===== config.mk =====
export PLATFORM = sky130hd
export DESIGN_NAME = lite_uart
export DESIGN_NICKNAME = d
export VERILOG_FILES = /design/src/rtl/lu_pkg.sv /design/src/rtl/lu_fifo.sv /design/src/rtl/lu_txser.sv /design/src/rtl/lu_rxser.sv /design/src/rtl/lite_uart.sv
export SDC_FILE = /design/constraint.sdc
export NUM_CORES = 1
export LEC_CHECK = 0
export ABC_CLOCK_PERIOD_IN_PS = 3400
export BUFFER_PORTS_ARGS = -buffer_cell sky130_fd_sc_hd__clkbuf_2
export CORE_MARGIN = 1
export CORE_UTILIZATION = 40
export DETAILED_ROUTE_END_ITERATION = 7
export PLACE_DENSITY = 0.59
export SLEW_MARGIN = 20
export SYNTH_ARGS = -nofsm -noshare
export SYNTH_HDL_FRONTEND = slang
export SYNTH_SLANG_ARGS = --single-unit
export TNS_END_PERCENT = 100

===== constraint.sdc =====
create_clock -name clk -period 3.4 [get_ports clk]
set_clock_uncertainty 0.05 [all_clocks]
set_input_delay 0.34 -clock clk [delete_from_list [all_inputs] [get_ports clk]]
set_output_delay 0.34 -clock clk [all_outputs]
set_load 0.02 [all_outputs]

===== src/rtl/lu_pkg.sv =====
package lu_pkg;
   // word index of each register inside the 16-byte window
   localparam int unsigned REG_RX   = 0;
   localparam int unsigned REG_TX   = 1;
   localparam int unsigned REG_STAT = 2;
   localparam int unsigned REG_CTRL = 3;

   // status bit positions
   localparam int unsigned ST_RXVLD   = 0;
   localparam int unsigned ST_RXFULL  = 1;
   localparam int unsigned ST_TXEMPTY = 2;
   localparam int unsigned ST_TXFULL  = 3;
   localparam int unsigned ST_IE      = 4;
   localparam int unsigned ST_OVR     = 5;
   localparam int unsigned ST_FRM     = 6;
   localparam int unsigned ST_PAR     = 7;

   // control bit positions
   localparam int unsigned CT_TXRST = 0;
   localparam int unsigned CT_RXRST = 1;
   localparam int unsigned CT_IE    = 4;

   typedef enum logic [2:0] {
      LINE_IDLE,
      LINE_START,
      LINE_DATA,
      LINE_PAR,
      LINE_STOP
   } line_state_e;

   typedef enum logic [1:0] {
      PAR_NONE,
      PAR_EVEN,
      PAR_ODD
   } par_mode_e;

   function automatic logic par_of(input logic [7:0] d, input par_mode_e m);
      return (m == PAR_ODD) ? ~(^d) : (^d);
   endfunction
endpackage


===== src/rtl/lu_fifo.sv =====
module lu_fifo #(
   parameter int WIDTH = 8,
   parameter int DEPTH = 16
) (
   input  logic                           clk,
   input  logic                           rst_n,
   input  logic                           flush,
   input  logic                           push,
   input  logic [WIDTH-1:0]               din,
   input  logic                           pop,
   output logic [WIDTH-1:0]               dout,
   output logic                           empty,
   output logic                           full,
   output logic [$clog2(DEPTH+1)-1:0]     level
);
   localparam int AW = $clog2(DEPTH);
   localparam int CW = $clog2(DEPTH + 1);

   generate
      if (DEPTH < 2 || (DEPTH & (DEPTH - 1)) != 0) begin : g_bad_depth
         $error("lu_fifo: DEPTH must be a power of two of at least 2");
      end
      if (WIDTH < 1) begin : g_bad_width
         $error("lu_fifo: WIDTH must be positive");
      end
   endgenerate

   logic [WIDTH-1:0] mem [DEPTH];
   logic [AW-1:0]    wr_ptr, rd_ptr;
   logic [CW-1:0]    cnt;
   logic             do_push, do_pop;

   assign empty   = (cnt == '0);
   assign full    = (cnt == CW'(DEPTH));
   assign level   = cnt;
   assign dout    = mem[rd_ptr];
   assign do_pop  = pop && !empty;
   assign do_push = push && (!full || do_pop);

   always_ff @(posedge clk) begin
      if (do_push && !flush) mem[wr_ptr] <= din;
   end

   always_ff @(posedge clk) begin
      if (!rst_n || flush) begin
         wr_ptr <= '0;
         rd_ptr <= '0;
         cnt    <= '0;
      end else begin
         if (do_push) wr_ptr <= wr_ptr + AW'(1);
         if (do_pop)  rd_ptr <= rd_ptr + AW'(1);
         cnt <= cnt + CW'(do_push) - CW'(do_pop);
      end
   end

   // the level never exceeds the capacity
   assert_no_overflow_R3: assert property (@(posedge clk) disable iff (!rst_n)
      level <= CW'(DEPTH));
   // a flush leaves the queue empty on the next cycle
   assert_flush_empties_R4: assert property (@(posedge clk) disable iff (!rst_n)
      flush |=> empty);
endmodule


===== src/rtl/lu_txser.sv =====
module lu_txser
   import lu_pkg::*;
#(
   parameter int        CPB    = 8,
   parameter par_mode_e PARITY = PAR_EVEN
) (
   input  logic       clk,
   input  logic       rst_n,
   input  logic       go,
   input  logic [7:0] byte_in,
   output logic       ready,
   output logic       txd
);
   localparam int CW      = (CPB > 1) ? $clog2(CPB) : 1;
   localparam bit HAS_PAR = (PARITY != PAR_NONE);

   generate
      if (CPB < 4) begin : g_bad_cpb
         $error("lu_txser: CPB must be at least 4");
      end
   endgenerate

   line_state_e state;
   logic [CW-1:0] cnt;
   logic [2:0]    bit_n;
   logic [7:0]    sh;
   logic          pb;
   logic          tick;

   assign tick  = (cnt == CW'(CPB - 1));
   assign ready = (state == LINE_IDLE);

   always_ff @(posedge clk) begin
      if (!rst_n) begin
         state <= LINE_IDLE;
         cnt   <= '0;
         bit_n <= '0;
         sh    <= '0;
         pb    <= 1'b0;
      end else if (state == LINE_IDLE) begin
         if (go) begin
            sh    <= byte_in;
            pb    <= par_of(byte_in, PARITY);
            state <= LINE_START;
            cnt   <= '0;
         end
      end else begin
         cnt <= tick ? '0 : cnt + CW'(1);
         if (tick) begin
            unique case (state)
               LINE_START: begin
                  state <= LINE_DATA;
                  bit_n <= '0;
               end
               LINE_DATA: begin
                  sh    <= {1'b0, sh[7:1]};
                  bit_n <= bit_n + 3'd1;
                  if (bit_n == 3'd7) state <= HAS_PAR ? LINE_PAR : LINE_STOP;
               end
               LINE_PAR:  state <= LINE_STOP;
               LINE_STOP: state <= LINE_IDLE;
               default:   state <= LINE_IDLE;
            endcase
         end
      end
   end

   always_comb begin
      unique case (state)
         LINE_START: txd = 1'b0;
         LINE_DATA:  txd = sh[0];
         LINE_PAR:   txd = pb;
         default:    txd = 1'b1;
      endcase
   end

   // an accepted byte starts its frame with a low start bit
   assert_frame_start_R2: assert property (@(posedge clk) disable iff (!rst_n)
      (go && ready) |=> !txd);
endmodule


===== src/rtl/lu_rxser.sv =====
module lu_rxser
   import lu_pkg::*;
#(
   parameter int        CPB    = 8,
   parameter par_mode_e PARITY = PAR_EVEN
) (
   input  logic       clk,
   input  logic       rst_n,
   input  logic       rxd,
   output logic       out_valid,
   output logic [7:0] out_byte,
   output logic       out_perr,
   output logic       out_ferr
);
   localparam int CW      = (CPB > 1) ? $clog2(CPB) : 1;
   localparam int HALF    = CPB / 2;
   localparam bit HAS_PAR = (PARITY != PAR_NONE);

   generate
      if (CPB < 4) begin : g_bad_cpb
         $error("lu_rxser: CPB must be at least 4");
      end
   endgenerate

   logic s1, s2, s3;
   line_state_e state;
   logic [CW-1:0] cnt;
   logic [2:0]    bit_n;
   logic [7:0]    sh;
   logic          perr_r;
   logic          perr_q;
   logic          tick;

   assign tick = (cnt == CW'(CPB - 1));

   always_ff @(posedge clk) begin
      if (!rst_n) begin
         s1 <= 1'b1;
         s2 <= 1'b1;
         s3 <= 1'b1;
      end else begin
         s1 <= rxd;
         s2 <= s1;
         s3 <= s2;
      end
   end

   always_ff @(posedge clk) begin
      if (!rst_n) begin
         state     <= LINE_IDLE;
         cnt       <= '0;
         bit_n     <= '0;
         sh        <= '0;
         perr_r    <= 1'b0;
         out_valid <= 1'b0;
         out_byte  <= '0;
         out_ferr  <= 1'b0;
         perr_q    <= 1'b0;
      end else begin
         out_valid <= 1'b0;
         unique case (state)
            LINE_IDLE: begin
               cnt <= '0;
               if (s3 && !s2) state <= LINE_START;
            end
            LINE_START: begin
               if (cnt == CW'(HALF - 1)) begin
                  cnt    <= '0;
                  bit_n  <= '0;
                  perr_r <= 1'b0;
                  state  <= s2 ? LINE_IDLE : LINE_DATA;
               end else begin
                  cnt <= cnt + CW'(1);
               end
            end
            LINE_DATA: begin
               cnt <= tick ? '0 : cnt + CW'(1);
               if (tick) begin
                  sh    <= {s2, sh[7:1]};
                  bit_n <= bit_n + 3'd1;
                  if (bit_n == 3'd7) state <= HAS_PAR ? LINE_PAR : LINE_STOP;
               end
            end
            LINE_PAR: begin
               cnt <= tick ? '0 : cnt + CW'(1);
               if (tick) begin
                  perr_r <= (s2 != par_of(sh, PARITY));
                  state  <= LINE_STOP;
               end
            end
            LINE_STOP: begin
               cnt <= tick ? '0 : cnt + CW'(1);
               if (tick) begin
                  out_valid <= 1'b1;
                  out_byte  <= sh;
                  out_ferr  <= !s2;
                  perr_q    <= perr_r;
                  state     <= LINE_IDLE;
               end
            end
            default: state <= LINE_IDLE;
         endcase
      end
   end

   generate
      if (HAS_PAR) begin : g_par
         assign out_perr = perr_q;
      end else begin : g_nopar
         assign out_perr = 1'b0;
      end
   endgenerate

   // a received byte is announced for a single cycle
   assert_valid_pulse_R5: assert property (@(posedge clk) disable iff (!rst_n)
      out_valid |=> !out_valid);
endmodule


===== src/rtl/lite_uart.sv =====
module lite_uart
   import lu_pkg::*;
#(
   parameter int        DW            = 32,
   parameter int        AW            = 4,
   parameter int        FIFO_DEPTH    = 16,
   parameter int        CLKS_PER_BIT  = 8,
   parameter par_mode_e PARITY        = PAR_EVEN
) (
   input  logic          clk,
   input  logic          rst_n,
   input  logic [AW-1:0] bus_addr,
   input  logic          bus_wr,
   input  logic [DW-1:0] bus_wdata,
   input  logic          bus_rd,
   output logic [DW-1:0] bus_rdata,
   output logic          irq,
   output logic          txd,
   input  logic          rxd
);
   localparam int LW = $clog2(FIFO_DEPTH + 1);

   generate
      if (DW < 8) begin : g_bad_dw
         $error("lite_uart: DW must be at least 8");
      end
      if (AW < 4) begin : g_bad_aw
         $error("lite_uart: AW must cover the 16-byte window");
      end
   endgenerate

   logic [1:0] word;
   logic       rx_rd, tx_wr, stat_rd, ctrl_wr;
   assign word    = bus_addr[3:2];
   assign rx_rd   = bus_rd && (word == 2'(REG_RX));
   assign stat_rd = bus_rd && (word == 2'(REG_STAT));
   assign tx_wr   = bus_wr && (word == 2'(REG_TX));
   assign ctrl_wr = bus_wr && (word == 2'(REG_CTRL));

   // transmit path
   logic          tx_flush, tx_empty, tx_full, tx_ready, tx_go;
   logic [7:0]    tx_head;
   logic [LW-1:0] tx_level;
   assign tx_flush = ctrl_wr && bus_wdata[CT_TXRST];
   assign tx_go    = tx_ready && !tx_empty;

   lu_fifo #(.WIDTH(8), .DEPTH(FIFO_DEPTH)) u_txq (
      .clk(clk), .rst_n(rst_n), .flush(tx_flush),
      .push(tx_wr), .din(bus_wdata[7:0]), .pop(tx_go),
      .dout(tx_head), .empty(tx_empty), .full(tx_full), .level(tx_level)
   );

   lu_txser #(.CPB(CLKS_PER_BIT), .PARITY(PARITY)) u_tx (
      .clk(clk), .rst_n(rst_n), .go(tx_go), .byte_in(tx_head),
      .ready(tx_ready), .txd(txd)
   );

   // receive path
   logic          rx_flush, rx_empty, rx_full;
   logic          rx_valid, rx_perr, rx_ferr;
   logic [7:0]    rx_byte, rx_head;
   logic [LW-1:0] rx_level;
   assign rx_flush = ctrl_wr && bus_wdata[CT_RXRST];

   lu_rxser #(.CPB(CLKS_PER_BIT), .PARITY(PARITY)) u_rx (
      .clk(clk), .rst_n(rst_n), .rxd(rxd), .out_valid(rx_valid),
      .out_byte(rx_byte), .out_perr(rx_perr), .out_ferr(rx_ferr)
   );

   lu_fifo #(.WIDTH(8), .DEPTH(FIFO_DEPTH)) u_rxq (
      .clk(clk), .rst_n(rst_n), .flush(rx_flush),
      .push(rx_valid), .din(rx_byte), .pop(rx_rd),
      .dout(rx_head), .empty(rx_empty), .full(rx_full), .level(rx_level)
   );

   // sticky flags and enable
   logic ie_q, ovr_q, frm_q, par_q;
   logic ovr_set, frm_set, par_set;
   assign ovr_set = rx_valid && rx_full && !rx_rd;
   assign frm_set = rx_valid && rx_ferr;
   assign par_set = rx_valid && rx_perr;

   always_ff @(posedge clk) begin
      if (!rst_n) begin
         ie_q  <= 1'b0;
         ovr_q <= 1'b0;
         frm_q <= 1'b0;
         par_q <= 1'b0;
      end else begin
         if (ctrl_wr) ie_q <= bus_wdata[CT_IE];
         ovr_q <= ovr_set || (ovr_q && !stat_rd);
         frm_q <= frm_set || (frm_q && !stat_rd);
         par_q <= par_set || (par_q && !stat_rd);
      end
   end

   // interrupt events from queue-empty history
   logic rx_empty_q, tx_empty_q;
   always_ff @(posedge clk) begin
      if (!rst_n) begin
         rx_empty_q <= 1'b1;
         tx_empty_q <= 1'b1;
      end else begin
         rx_empty_q <= rx_empty;
         tx_empty_q <= tx_empty;
      end
   end
   assign irq = ie_q && ((rx_empty_q && !rx_empty) || (!tx_empty_q && tx_empty));

   // read data
   logic [7:0] stat;
   always_comb begin
      stat             = '0;
      stat[ST_RXVLD]   = !rx_empty;
      stat[ST_RXFULL]  = rx_full;
      stat[ST_TXEMPTY] = tx_empty;
      stat[ST_TXFULL]  = tx_full;
      stat[ST_IE]      = ie_q;
      stat[ST_OVR]     = ovr_q;
      stat[ST_FRM]     = frm_q;
      stat[ST_PAR]     = par_q;
   end

   always_comb begin
      bus_rdata = '0;
      if (bus_rd) begin
         unique case (word)
            2'(REG_RX):   bus_rdata = DW'(rx_empty ? 8'h00 : rx_head);
            2'(REG_STAT): bus_rdata = DW'(stat);
            default:      bus_rdata = '0;
         endcase
      end
   end

   // a write into a full transmit queue leaves it full and unchanged
   assert_tx_drop_R3: assert property (@(posedge clk) disable iff (!rst_n)
      (tx_wr && tx_full && !tx_go) |=> (tx_full && $stable(tx_level)));
   // a read of the empty receive queue changes nothing there
   assert_empty_read_R6: assert property (@(posedge clk) disable iff (!rst_n)
      (rx_rd && rx_empty && !rx_valid) |=> rx_empty);
   // arrival into a full receive queue raises the overrun flag
   assert_overrun_flag_R7: assert property (@(posedge clk) disable iff (!rst_n)
      (rx_valid && rx_full && !rx_rd && !rx_flush) |=> (ovr_q && rx_full));
   // a status read with no new error clears every sticky flag
   assert_sticky_clear_R8: assert property (@(posedge clk) disable iff (!rst_n)
      (stat_rd && !rx_valid) |=> (!ovr_q && !frm_q && !par_q));
   // the enable follows the last control write
   assert_ie_follows_R10: assert property (@(posedge clk) disable iff (!rst_n)
      ctrl_wr |=> (ie_q == $past(bus_wdata[CT_IE])));
   // the first arrival into an empty queue raises the interrupt
   assert_rx_event_R11: assert property (@(posedge clk) disable iff (!rst_n)
      (ie_q && !ctrl_wr && rx_empty && rx_valid && !rx_flush) |=> irq);
   // a queue that runs dry raises the interrupt when enabled
   assert_tx_event_R12: assert property (@(posedge clk) disable iff (!rst_n)
      (ie_q && !ctrl_wr && tx_level == LW'(1) && tx_go && !tx_wr) |=> irq);
endmodule


; ---- Word level (Yosys, flattened, before mapping)
; Memory sizes are Yosys's and may differ from the RTL's. A register that Yosys moved wholly into a read port is not among the register bits.
; Cells that the tools add are included.
[totals]
memories = 2
reg_bits = 82
input_bits = 41
output_inout_bits = 34
mem_bits_rw = 256
elab_cells = 180
[mem_list]
columns = memory, depth, width, read_ports, rd_clocked_by_memory_dff, wr, line
row1 = u_rxq.mem, 16, 8, 1, 1, 1, lu_fifo.sv:28  ; logic [WIDTH-1:0] mem [DEPTH];
row2 = u_txq.mem, 16, 8, 1, 1, 1, lu_fifo.sv:28
[classes]
reduce_logical = 67
eq_ne = 26
bitwise_logic = 1
mux = 43
add_sub_neg = 12
[ops]
columns = op, n
row1 = $mux 3, 17
row2 = $mux 8, 6
row3 = $logic_and 1x1->1, 24
row4 = $pmux 3 s3, 2
row5 = $add 4x1->4 const B, 4
row6 = $mux 4, 4
row7 = $pmux 8 s2, 1
row8 = $reduce_xor 8->1, 2
row9 = $eq 3x2->1 const B, 5
row10 = $eq 3x3->1 const B, 5
row11 = $pmux 3 s5, 1
row12 = $reduce_and 3->1, 5
row13 = $ne 2x1->1 const B, 7
row14 = $add 3x1->3 const B, 4
row15 = $pmux 3 s2, 2
row16 = $logic_not 1->1, 11
row17 = $add 5x1->5, 2
row18 = $eq 5x5->1 const B, 2
row19 = $logic_not 5->1, 2
row20 = $reduce_bool 2->1, 5
row21 = $sub 5x1->5, 2
row22 = $logic_or 1x1->1, 8
row23 = $reduce_and 2->1, 4
row24 = $mux 1, 7
row25 = 14 further kinds, 17

; ---- Logic depth before layout (Yosys ltp)
; Gate-level depths: netlist of run 1.
[logic_depth]
word_depth = 9
ltp_mapped = 13
mapped_depth_nobuf = 13

; ---- Modules after synthesis
; A second synthesis of run 1 with hierarchy kept.
[hier_totals]
hier_cells = 963
area_unflattened_um2 = 14674.1
[modules_own_cells]
columns = module, area_per_inst_um2, instances, seq_area_each_um2, cells_per_inst
row1 = lu_fifo, 5809.3, 2, 4184.0, 313
row2 = lu_rxser, 1443.9, 1, 640.6, 143
row3 = lu_txser, 1046.0, 1, 360.3, 115
row4 = lite_uart, 565.5, 1, 120.1, 79

; ---- Worst setup path after synthesis of run 1
; No wires, ideal clock.
[synth_path]
path_kind = register -> register
start = reg u_tx.state[1]
end = reg u_txq.cnt[4], in the netlist u_txq.level[4]
setup_time_ns = 0.070
t_required_ns = 3.280
synth_period_minus_slack_ns = 2.787
stages_incl_launch_ff = 14
setup_slack_ns = 0.613
n_path_buf = 2
arrival_time_ns = 2.667
path_cell_list = dfxtp_1 -> clkbuf_1 -> inv_1 -> buf_2 -> nand2_1 -> nor2_1 -> nand2_1 -> o21ai_0 -> ha_1 -> fa_1 -> a21oi_1 -> nor2_1 -> or3_1 -> a21oi_1
[synth_via]
elab_chain_len = 7
[synth_rtl]
columns = element, line
row1 = "start, declared", lu_txser.sv:23  ; line_state_e state;
row2 = "start signal, assigned", lu_txser.sv:58  ; if (bit_n == 3'd7) state <= HAS_PAR ? LINE_PAR : LINE_STOP;
row3 = $logic_not 3->1 (*), lu_txser.sv:31  ; assign ready = (state == LINE_IDLE);
row4 = $logic_and 1x1->1 (*), lite_uart.sv:45  ; assign tx_go = tx_ready && !tx_empty;
row5 = $logic_and 1x1->1 (*), lu_fifo.sv:37  ; assign do_pop = pop && !empty;
row6 = $logic_or 1x1->1, lu_fifo.sv:38  ; assign do_push = push && (!full || do_pop);
row7 = $logic_and 1x1->1, lu_fifo.sv:38
row8 = $add 5x1->5, lu_fifo.sv:52  ; cnt <= cnt + CW'(do_push) - CW'(do_pop);
row9 = $sub 5x1->5 (*), lu_fifo.sv:52
row10 = "end signal, assigned", lu_fifo.sv:52
row11 = "end, declared", lu_fifo.sv:30  ; logic [CW-1:0] cnt;
; Mark *: on every way between the ends. The rest lies on a longest branch, timed or not.
; A chain may end at the register's enable or synchronous reset.

==> impl_metrics.json, run 1 <==
{
  "hp-class": "in2reg",
  "arrival_ns": 2.70,
  "required_ns": 3.01,
  "cts_sinks": 346,
  "fin_setup_tns_ns": 0,
  "ir_worst_vdd_mv": 0.4778,
  "initialDrtViolationCount": 545,
  "grt-ovfl-total": 0,
  "p_int_mw": 8.019,
  "fin_crit_ns": 3.086,
  "grt_pass1_vias": 7607,
  "vias": 7582,
  "p_switching_mw": 2.652,
  "yosysSeqAreaShare_pct": 66.48,
  "synth_cell_types": 49,
  "firstDrtPassIters": 4,
  "clk_latency_ns": 0.53,
  "dp_hpwl_um": 18060,
  "final-setup-viol-count": 0,
  "numCtsBuffers": 37,
  "port_buffers": 24,
  "layout.nets": 1069,
  "p_seq_share_pct": 44.8,
  "synth-seq-cells": 346,
  "row_count": 68,
  "yosys.area.top_type": "edfxtp_1",
  "slew_headroom_pct": 45.61,
  "synth_top_area_share_pct": 53.86,
  "max_freq_ghz": 0.3241,
  "cp-end-kind": "primary output",
  "track_usage_pct": 16.04,
  "wl_per_cell_um": 19.06,
  "place_inst": 1411,
  "cts_resized": 0,
  "reg2reg_from": "u_rxq.level[2]$_SDFF_PP0_",
  "finalWeightedCongestion": 0.7611,
  "via_per_inst": 5.120,
  "path_class": "reg2out",
  "instances_no_fill": 1481,
  "hold_viol_final": 0,
  "syn_avg_cell_area_um2": 15.40,
  "p_comb_share_pct": 15.4,
  "drive_gt1_share_pct": 19.12,
  "synthTopCellsByCount": "edfxtp_1, nand2_1, dfxtp_1",
  "synthFlopType": "edfxtp_1",
  "cts_setup_buffers": 0,
  "slew_viol_final": 0,
  "synthCells": 927,
  "drv_cap": 0,
  "ant_nets": 0,
  "yosys_warnings": 0,
  "synthArstFlopShare_pct": 0,
  "die_w_um": 190.9,
  "tritoncts": "yes",
  "swShare_pct": 24.86,
  "drc": 0,
  "grt_pass1_wl_um": 44010,
  "syn_to_final_growth_pct": 14.36,
  "core_area_mm2": 0.03480,
  "grt_max_degree": 40,
  "outcome": "complete, no violations",
  "synth_area_mm2": 0.01427,
  "finalPower_mw": 10.67,
  "synth-edff-count": 256,
  "clockPowerShare_pct": 39.7,
  "multi_input_area_mm2": 0.004407,
  "clk_path_buf_depth": 3,
  "h-tree-depth": 2,
  "post-route-period-util_pct": 90.75,
  "regArea_mm2": 0.009492,
  "hp-start": "bus_wdata[7]",
  "path_clk_slew_ns": 0.06,
  "die_y_um": 190.9,
  "cts-root-buf": "clkbuf_16",
  "antenna_found_initial": 1,
  "tightest_slew_ns": 0.8141,
  "fillCellCount": 3004,
  "synthTopCellsByArea": "edfxtp_1, dfxtp_1, mux4_2",
  "rsz0062_at_grt": "no",
  "wl_um": 28230,
  "initial_core_util_pct": 41.02,
  "critical_path_peak_fanout": 32,
  "yosysMostFrequentCell": "edfxtp_1",
  "top_level_ports": 75,
  "cellLeakagePower_nw": 5.583,
  "dieArea_mm2": 0.03644,
  "power_per_cell_area_mw_per_mm2": 653.7,
  "critPathLaunchType": "flop"
}
[critical path: stages, from the launching register on]
cell and delay, ns:
dfxtp_2 0.34, buf_12 0.26, mux4_2 0.59, mux4_2 0.56, nand2_1 0.09, o21ai_0 0.11
clkbuf_2 0.18
[power groups by stage]
stage | clock, mW | sequential, mW | combinational [mW]
2_1_floorplan | 0 | 4.80 | 1.39
4_1_cts | 4.34 | 4.78 | 1.68
3_5_place_dp | 0 | 4.88 | 1.68
3_3_place_gp | 0 | 4.87 | 1.65
6_report | 4.24 | 4.78 | 1.65
5_1_grt | 4.49 | 4.81 | 1.84
[registers in the layout, indices dropped and copies added, names as in the netlist, 3 cells and up, named ones only]
signal,cells
u_rx.sh,8
u_txq.mem,128
u_rxq.rd_ptr,4
u_tx.state,3
u_tx.cnt,3
u_rxq.wr_ptr,4
u_rx.bit_n,3
u_txq.wr_ptr,4
u_tx.bit_n,3
u_rx.out_byte,8
u_rxq.mem,128
u_tx.sh,8
u_txq.rd_ptr,4
u_txq.level,5
u_rxq.level,5
u_rx.state,3
u_rx.cnt,3
[final timing paths]
check / cells after the start / to / slack, ns
max: 6 / bus_rdata[3] / 0.31
min: 1 / u_txq.mem[2][7]$_DFFE_PP_ / 0.21
max reg2reg: 13 / u_rxq.level[4]$_SDFF_PP0_ / 0.60
min reg2reg: 1 / u_rx.s2$_SDFF_PN1_ / 0.36
[timing repair]
action,CTS,global route
endpoints found under the hold margin,1,0
setup endpoints to repair,0,0
hold buffers,1,0
[logic make-up (layout without fill, tap and decap cells)]
group,Yosys count,count (layout),synth area share [%]
AOI/OAI and AO/OA,119,119,5.882
xor gates and xnor gates,33,33,2.025
adders and majority gates,32,32,2.910
buffers and inverters,83,158,3.252
DFF,346,346,66.48
muxes,78,78,12.02
other,1,25,0.02627
and+or+nand+nor,235,235,7.407
[cell usage in the layout (no fill, tap or decap), drive strengths merged, types with 2 or more instances in the layout]
cell,synthesis,routed
fa,2,2
dfxtp,90,90
o21a,2,2
inv,19,22
conb,1,24
a31oi,2,2
xnor2,23,23
clkinv,0,11
nand4,8,8
ha,30,30
a22oi,20,20
clkbuf,22,69
mux2i,6,6
o21ai,18,18
and3,8,8
nor3b,2,2
or3,5,5
clkinvlp,0,2
nand2b,11,11
buf,39,46
bufinv,0,7
nand3b,3,3
a22o,4,4
nor2b,13,13
o221ai,7,7
nor3,6,6
and2,7,7
a21boi,34,34
mux4,72,72
nand2,91,91
a21o,4,4
xor2,10,10
o211a,4,4
a21oi,18,18
nand3,11,11
edfxtp,256,256
nor2,68,68
[per-layer routing]
metal  track usage (%)  vias up  part of all wire (%)
met5                 0        -                     0
li1                  -     3611                     -
met3             2.405       40                   3.5
met1             22.48     3797                    47
met4             4.923        0                   1.8
met2             25.75      134                    48
[final cells by class]
type                            count  area share, %
Inverter                           19         0.4369
Sequential cell                   346          58.15
Clock buffer                       45          5.918
Clock inverter                     23          1.932
Antenna cell                        1        0.01533
Multi-Input combinational cell    521          27.00
Timing Repair Buffer               71          3.066
Tap cell                          455          3.488
[through the flow]
step	hold WS, ns	cell area (µm²)	worst slack [ns]	utilization [%]
4_1_cts	0.1773	16320	0.2660	46.90
3_3_place_gp	0.3501	15030	0.6052	43.19
3_5_place_dp	0.3477	15030	0.5826	43.19
6_report	0.2077	16320	0.3144	46.91
2_1_floorplan	0.3363	14360	0.6125	-
5_1_grt	0.2064	16320	0.2030	46.91
Power figures use the tool's default switching activity.
==> run 2, diff against run 1 <==
--- a/config.mk
+++ b/config.mk
@@ -8,9 +8,9 @@
 export ABC_CLOCK_PERIOD_IN_PS = 3400
 export BUFFER_PORTS_ARGS = -buffer_cell sky130_fd_sc_hd__clkbuf_2
 export CORE_MARGIN = 1
-export CORE_UTILIZATION = 40
+export CORE_UTILIZATION = 59
 export DETAILED_ROUTE_END_ITERATION = 7
-export PLACE_DENSITY = 0.59
+export PLACE_DENSITY = 0.8
 export SLEW_MARGIN = 20
 export SYNTH_ARGS = -nofsm -noshare
 export SYNTH_HDL_FRONTEND = slang
==> run 2 against run 1 <==
Die area decreased by 32%; first-iteration DRC count increased by 36%; core utilization up 21 points; non-clock buffer count down 4; clock-buffer cell count is 4 higher; worst setup slack lost 0.12 ns; total power down 3.8%; cell area decreased by 2.0%; clock power shrank 9.9%; register-to-register slack worse by 0.12 ns; global-route usage is 7.9 points higher.
==> impl_metrics.json, run 2 (same netlist as run 1, synthesis figures left out) <==
{
  "wl_um": 28020,
  "path_class": "reg2out",
  "final-setup-viol-count": 0,
  "cp-end-kind": "primary output",
  "antenna_cells": 0,
  "cellLeakagePower_nw": 5.505,
  "fillCellCount": 1540,
  "ir_worst_vdd_mv": 0.5433,
  "hp-class": "in2reg",
  "vias": 7847,
  "cts_setup_buffers": 0,
  "reg2reg_slack_ns": 0.48,
  "slew_headroom_pct": 47.78,
  "clk_latency_ns": 0.52,
  "dp_worst_setup_slack_ns": 0.4948,
  "hp-start": "bus_wdata[3]",
  "drv_cap": 0,
  "initial_core_util_pct": 60.45,
  "min_to": "u_txq.mem[11][3]$_DFFE_PP_",
  "top_regs": "u_rxq.mem x128, u_txq.mem x128",
  "arrival_ns": 2.82,
  "numCtsBuffers": 35,
  "tightest_slew_ns": 0.7804,
  "fin_ws_ns": 0.1901,
  "port_buffers": 24,
  "track_usage_pct": 23.94,
  "max_freq_ghz": 0.3115,
  "rsz0062_at_grt": "no",
  "grt_pass1_vias": 8016,
  "antenna_found_initial": 0,
  "rr_endpoint": "u_txq.level[4]$_SDFF_PP0_",
  "layout_common_cells": "edfxtp_1, nand2_1, dfxtp_1, nor2_1, mux4_2",
  "final_common_cell": "edfxtp_1",
  "syn_to_final_growth_pct": 12.10,
  "reg2reg_from": "u_tx.state[1]$_SDFFE_PN0P_",
  "outcome": "complete, no violations",
  "die_w_um": 157.5,
  "h-tree-depth": 2,
  "fin_crit_ns": 3.210,
  "regArea_mm2": 0.009492,
  "cts_resized": 0,
  "rr_worst_depth": 11,
  "finalWeightedCongestion": 0.8300,
  "critical_path_peak_fanout": 25,
  "hold_viol_final": 0,
  "cts-root-buf": "clkbuf_16",
  "path_clk_slew_ns": 0.06,
  "initialDrtViolationCount": 739,
  "cts_sinks": 346,
  "core_area_mm2": 0.02361,
  "clk_path_buf_depth": 3,
  "required_ns": 3.01,
  "slew_viol_final": 0,
  "critPathLaunchType": "flop",
  "hold_depth": 1,
  "post-route-period-util_pct": 94.41,
  "row_count": 56,
  "dieArea_mm2": 0.02482,
  "drc": 0,
  "via_per_inst": 5.882,
  "ant_nets": 0,
  "die_y_um": 157.5,
  "wl_per_cell_um": 21.01,
  "grt_max_degree": 38,
  "tritoncts": "yes",
  "grt-ovfl-total": 0,
  "layout.nets": 1063,
  "power_per_cell_area_mw_per_mm2": 641.7,
  "grt_pass1_wl_um": 43710,
  "drive_gt1_share_pct": 18.13,
  "dp_hpwl_um": 17400,
  "top_level_ports": 75,
  "holdWs_ns": 0.1944,
  "firstDrtPassIters": 6,
  "multi_input_area_mm2": 0.004407,
  "fin_setup_tns_ns": 0
}
run 2: cell count changes in the layout (fill, tap and decap cells not counted), moves of 2 or more:
cell	before	now
buf_4	44	40
bufinv_16	7	3
clkbuf_8	1	3
clkinv_2	9	5
clkinv_8	0	2
clkinvlp_4	2	0
inv_6	2	0
run 2: repair_timing:
item,in CTS,in global routing
setup endpoints to repair,0,0
hold buffers,1,0
hold endpoints to repair,1,0
run 2: routing by layer:
| metal | up-vias | track usage, % | share of wire, % |
|---|---|---|---|
| li1 | 3579 | - | - |
| met1 | 3906 | 30.37 | 40 |
| met2 | 292 | 41.47 | 51 |
| met3 | 70 | 3.772 | 5.8 |
| met4 | 0 | 9.293 | 3.3 |
| met5 | - | 0 | 0 |
run 2: where the power goes:
group	internal (mW)	total (mW)	switching, mW
Clock	2.30	3.82	1.52
Sequential	4.65	4.79	0.139
Combinational	0.786	1.66	0.875
Total	7.73	10.3	2.53
run 2: area by class of cell:
type	instances	area share (%)
Clock buffer	49	6.264
Sequential cell	346	59.32
Tap cell	319	2.495
Multi-Input combinational cell	521	27.54
Clock inverter	13	0.9931
Inverter	19	0.4457
Timing Repair Buffer	67	2.940
run 2: worst max path at each step:
stage	end	startpoint	slack, ns
after detailed placement	u_txq.level[4]$_SDFF_PP0_	u_tx.state[1]$_SDFFE_PN0P_	0.49
after global placement	u_txq.level[4]$_SDFF_PP0_	u_tx.state[1]$_SDFFE_PN0P_	0.53
final	bus_rdata[2]	flop	0.19
after global routing	bus_rdata[2]	flop	0.09
after CTS	bus_rdata[2]	flop	0.17
after floorplan	u_txq.level[4]$_SDFF_PP0_	u_tx.state[1]$_SDFFE_PN0P_	0.61
run 2: critical path, cell delays in order, from the launching register on:
cell and delay [ns]:
dfxtp_2 0.51, buf_12 0.27, mux4_2 0.55, mux4_2 0.55
nand2_1 0.10, o21ai_0 0.12, clkbuf_2 0.18
run 2: stage by stage:
| step | util, % | total power [mW] | area [µm²] | std cells |
|---|---|---|---|---|
| floorplan | - | 6.195 | 14360 | 950 |
| global placement | 62.80 | 6.495 | 14830 | 1271 |
| detailed placement | 62.80 | 6.533 | 14830 | 1271 |
| CTS | 67.76 | 10.35 | 16000 | 1334 |
| global route | 67.76 | 10.69 | 16000 | 1334 |
| finish | 67.76 | 10.27 | 16000 | 1334 |
